===== src/rtl/spchr_pkg.sv =====
package spchr_pkg;

    localparam int unsigned NKEY = 4;

    typedef enum logic [1:0] {
        K_ON1  = 2'd0,
        K_ON2  = 2'd1,
        K_OFF1 = 2'd2,
        K_OFF2 = 2'd3
    } key_e;

    typedef struct packed {
        logic       det_en;
        logic       gpio_qual;
        logic       swfc_en;
        logic [1:0] sel;
    } det_mode_t;

    // A key is admitted by its group bit; under flow control the primary
    // key of each group is reserved for XON/XOFF.
    function automatic logic key_eligible(input int unsigned idx,
                                          input logic [1:0] sel,
                                          input logic swfc);
        logic grp;
        logic primary;
        grp     = (idx >= 2) ? sel[1] : sel[0];
        primary = (idx == int'(K_ON1)) || (idx == int'(K_OFF1));
        return grp && !(swfc && primary);
    endfunction

endpackage


===== src/rtl/spchr_cmp.sv =====
module spchr_cmp #(
    parameter int unsigned DW = 8,
    parameter int unsigned GW = DW / 2
) (
    input  logic [DW-1:0] rx_byte,
    input  logic [DW-1:0] key,
    input  logic [GW-1:0] gpio,
    input  logic          qual,
    output logic          full_hit,
    output logic          det_hit
);
    localparam int unsigned LW = DW - GW;

    logic lo_hit;
    logic pin_hit;

    always_comb begin
        full_hit = (rx_byte == key);
        lo_hit   = (rx_byte[LW-1:0] == key[LW-1:0]);
        pin_hit  = (gpio == key[DW-1:LW]);
        det_hit  = qual ? (lo_hit && pin_hit) : full_hit;
    end
endmodule


===== src/rtl/spchr_elig.sv =====
module spchr_elig
    import spchr_pkg::*;
#(
    parameter int unsigned N = NKEY
) (
    input  logic [1:0]   sel,
    input  logic         swfc,
    output logic [N-1:0] mask
);
    for (genvar i = 0; i < N; i++) begin : g_key
        assign mask[i] = key_eligible(i, sel, swfc);
    end
endmodule


===== src/rtl/spchr_flag.sv =====
module spchr_flag (
    input  logic clk,
    input  logic rst,
    input  logic set,
    input  logic clr,
    output logic flag
);
    always_ff @(posedge clk) begin
        if (rst)      flag <= 1'b0;
        else if (set) flag <= 1'b1;
        else if (clr) flag <= 1'b0;
    end
endmodule


===== src/rtl/rx_spchr_detect.sv =====
module rx_spchr_detect
    import spchr_pkg::*;
#(
    parameter int unsigned DW = 8,
    parameter int unsigned GW = DW / 2
) (
    input  logic          clk,
    input  logic          rst,
    input  logic          in_valid,
    input  logic [DW-1:0] in_byte,
    input  logic [DW-1:0] key_on1,
    input  logic [DW-1:0] key_on2,
    input  logic [DW-1:0] key_off1,
    input  logic [DW-1:0] key_off2,
    input  logic          det_en,
    input  logic          gpio_qual,
    input  logic          swfc_en,
    input  logic [1:0]    key_sel,
    input  logic [GW-1:0] gpio_in,
    input  logic          irq_clr,
    output logic          out_valid,
    output logic [DW-1:0] out_byte,
    output logic          irq_flag,
    output logic          xon_pulse,
    output logic          xoff_pulse
);
    det_mode_t          mode;
    logic [DW-1:0]      keys [NKEY];
    logic [NKEY-1:0]    full_hit;
    logic [NKEY-1:0]    det_hit;
    logic [NKEY-1:0]    elig;
    logic               spc_match;
    logic               xon_now;
    logic               xoff_now;

    always_comb begin
        mode.det_en    = det_en;
        mode.gpio_qual = gpio_qual;
        mode.swfc_en   = swfc_en;
        mode.sel       = key_sel;
        keys[K_ON1]    = key_on1;
        keys[K_ON2]    = key_on2;
        keys[K_OFF1]   = key_off1;
        keys[K_OFF2]   = key_off2;
    end

    for (genvar k = 0; k < NKEY; k++) begin : g_cmp
        spchr_cmp #(.DW(DW), .GW(GW)) u_cmp (
            .rx_byte (in_byte),
            .key     (keys[k]),
            .gpio    (gpio_in),
            .qual    (mode.gpio_qual),
            .full_hit(full_hit[k]),
            .det_hit (det_hit[k])
        );
    end

    spchr_elig #(.N(NKEY)) u_elig (
        .sel (mode.sel),
        .swfc(mode.swfc_en),
        .mask(elig)
    );

    always_comb begin
        spc_match = in_valid && mode.det_en && |(det_hit & elig);
        xon_now   = in_valid && mode.swfc_en && full_hit[K_ON1];
        xoff_now  = in_valid && mode.swfc_en && full_hit[K_OFF1];
    end

    spchr_flag u_flag (
        .clk (clk),
        .rst (rst),
        .set (spc_match),
        .clr (irq_clr),
        .flag(irq_flag)
    );

    always_ff @(posedge clk) begin
        if (rst) begin
            out_valid  <= 1'b0;
            out_byte   <= '0;
            xon_pulse  <= 1'b0;
            xoff_pulse <= 1'b0;
        end else begin
            out_valid  <= in_valid;
            if (in_valid) out_byte <= in_byte;
            xon_pulse  <= xon_now;
            xoff_pulse <= xoff_now;
        end
    end
endmodule


===== config.mk =====
export PLATFORM = sky130hd
export DESIGN_NAME = rx_spchr_detect
export DESIGN_NICKNAME = d
export VERILOG_FILES = /design/src/rtl/spchr_pkg.sv /design/src/rtl/spchr_cmp.sv /design/src/rtl/spchr_elig.sv /design/src/rtl/spchr_flag.sv /design/src/rtl/rx_spchr_detect.sv
export SDC_FILE = /design/constraint.sdc
export NUM_CORES = 1
export LEC_CHECK = 0
export BUFFER_PORTS_ARGS = -buffer_cell sky130_fd_sc_hd__buf_2
export CELL_PAD_IN_SITES_DETAIL_PLACEMENT = 2
export CELL_PAD_IN_SITES_GLOBAL_PLACEMENT = 2
export CORE_MARGIN = 2
export CORE_UTILIZATION = 25
export CTS_BUF_LIST = sky130_fd_sc_hd__clkbuf_8
export DETAILED_ROUTE_END_ITERATION = 12
export HOLD_SLACK_MARGIN = 0.02
export PLACE_DENSITY = 0.91
export SLEW_MARGIN = 20
export SYNTH_ARGS = -nofsm -noshare
export SYNTH_HDL_FRONTEND = slang
export SYNTH_HIERARCHICAL = 1
export SYNTH_SLANG_ARGS = --single-unit
export TNS_END_PERCENT = 10

===== constraint.sdc =====
create_clock -name clk -period 1.8 [get_ports clk]
set_clock_uncertainty 0.05 [all_clocks]
set_input_delay 0.18 -clock clk [delete_from_list [all_inputs] [get_ports clk]]
set_output_delay 0.18 -clock clk [all_outputs]
set_load 0.01 [all_outputs]

==> metrics.txt <==
Final Critical Period 1.29 ns; fraction of layout cells with a size suffix above 1 about two fifths; CP max stage delay 0.23 ns; kind of critical path in -> reg; Slew @ Worst Pin 0.310 ns; Netlist Area Pre-Place 1040 µm²; Avg Vias per Cell ~4.6; Syn Area/Cell 9.11 µm²; Pwr Density 601 nW/µm²; CTS Buf Count 3; initial DRC count 12; Hold/Removal Path Class in -> reg; FMAX 776 MHz; CP max-delay cell xnor2_1; WL final approximately 3.8 mm; max_cap viols 0; most frequent cells in the layout buf_2, xnor2_1, mux2i_1, nand4_1, dfxtp_1; Worst slew margin slightly below 80%; die area 4690 µm²; Antenna diodes 0; via count 1,041; largest net degree at the start of global routing 11; io pins 65; core box area 4000 µm²; Tcrit/Tclk final 71.6%; Synth-to-Final Area Change 38.9%; clock slew at reported path FFs 0.06 ns; GRT Overall Usage about 17%; Clock Path Buffers 2; CTS H-Tree Depth 1; Slew Viols, Final 0; RSZ-0062 raised after global routing false; LEAKAGE 0.644 nW; design area 1440 µm²; CP Data Arrival Time 1.43 ns; Final ANT Viol Nets 0; drt first pass iters 2; worst skew pair latency 0.24 ns; DRC viols 0; Cells after Synth 114; CTS tree done; antenna violations before repair 0; dpl cell area roughly 1400 µm²; wire per inst 16.6 µm; Max VDD drop 0.313 mV; largest fanout on the critical path 5; syn_nets 167; final-layout fill cell count 486; GRT overflow 0; Reg2Reg Depth 2; vias in the first global route 1,124; final non-filler cell total roughly 230; Root Driver clkbuf_8; CP cell instances buf_2, xnor2_1, nand4_1, mux2i_1, and2b_1, a22oi_1, a21oi_1, inv_1, a21oi_2; Startpoint Class input pin; worst hold path depth 3; port bufs 64; detailed placement HPWL 3.19 mm; count of hold-fix buffers inserted at cts 0; endpoints failing hold 0; CP endpoint kind flop; Resized Gates After CTS 0; Setup violations, final 0; status finished, final reports clean; Net count, final 232; commonest non-fill, non-tap cell in the layout buf_2; GPL Wtd Cong 0.887; Die X around 68 µm; Rows 23; CTS Sinks 12; setup bufs post-CTS 0; Synth Warn # 6; Inst Count DP 224; Die H a little under 70 µm; first-pass GRT wire length 5.57 mm; critical path required time about 1.9 ns; total negative slack 0 ns; effective utilization at floorplan 26.0%
==> per-stage QoR <==
step	power, mW	worst slack, ns	utilization, %	hold WS, ns
6_report	0.867	0.511	36.1	0.161
2_1_floorplan	0.435	0.677	-	0.192
4_1_cts	0.879	0.492	36.1	0.164
3_5_place_dp	0.565	0.285	34.7	0.411
5_1_grt	0.913	0.469	36.1	0.170
3_3_place_gp	0.555	0.376	34.7	0.403
==> metal layers <==
metal / vias up / wire, µm / GRT usage [%]
li1: 512 / - / -
met5: - / 0 / 0
met3: 0 / 133 / 4.11
met2: 21 / 2140 / 31.6
met4: 0 / 0 / 0.750
met1: 508 / 1510 / 19.1
==> power by group <==
group | internal [mW] | switching [mW] | total [mW]
logic | 0.141 | 0.136 | 0.276
clock network | 0.194 | 0.113 | 0.307
registers | 0.278 | 0.00575 | 0.283
total | 0.612 | 0.255 | 0.867
==> cell type report <==
type                    instances  area [µm²]  area share (%)
repair buffers                 64         320            22.2
multi-input cells              97         761            52.7
inverters                       1        3.75           0.260
flip-flops and latches         12         240            16.7
well taps                      50        62.6            4.34
clock buffers                   4        55.1            3.82
==> sequential cells by signal (all words and copies together) (netlist names) <==
| name | flops |
|---|---|
| out_byte | 8 |
| out_valid | 1 |
| u_flag/flag | 1 |
| xoff_pulse | 1 |
| xon_pulse | 1 |
==> critical path: cells and delay by family <==
kind / cells / cell delay [ns]
multiplexers: 1 / 0.18
buffers and inverters: 2 / 0.22
AND/OR/NAND/NOR: 2 / 0.30
XOR/XNOR: 1 / 0.23
AO/OA/AOI/OAI: 3 / 0.31
==> path summary, 6_finish.rpt <==
path	slack (ns)	to	start
worst max-delay path	0.51	u_flag/flag	in_byte[6]
worst min-delay path	0.16	u_flag/flag	irq_clr
worst max register to register	1.13	out_byte[2]	out_byte[2]
worst min register to register	0.44	u_flag/flag	u_flag/flag
Power figures use the tool's default switching activity.
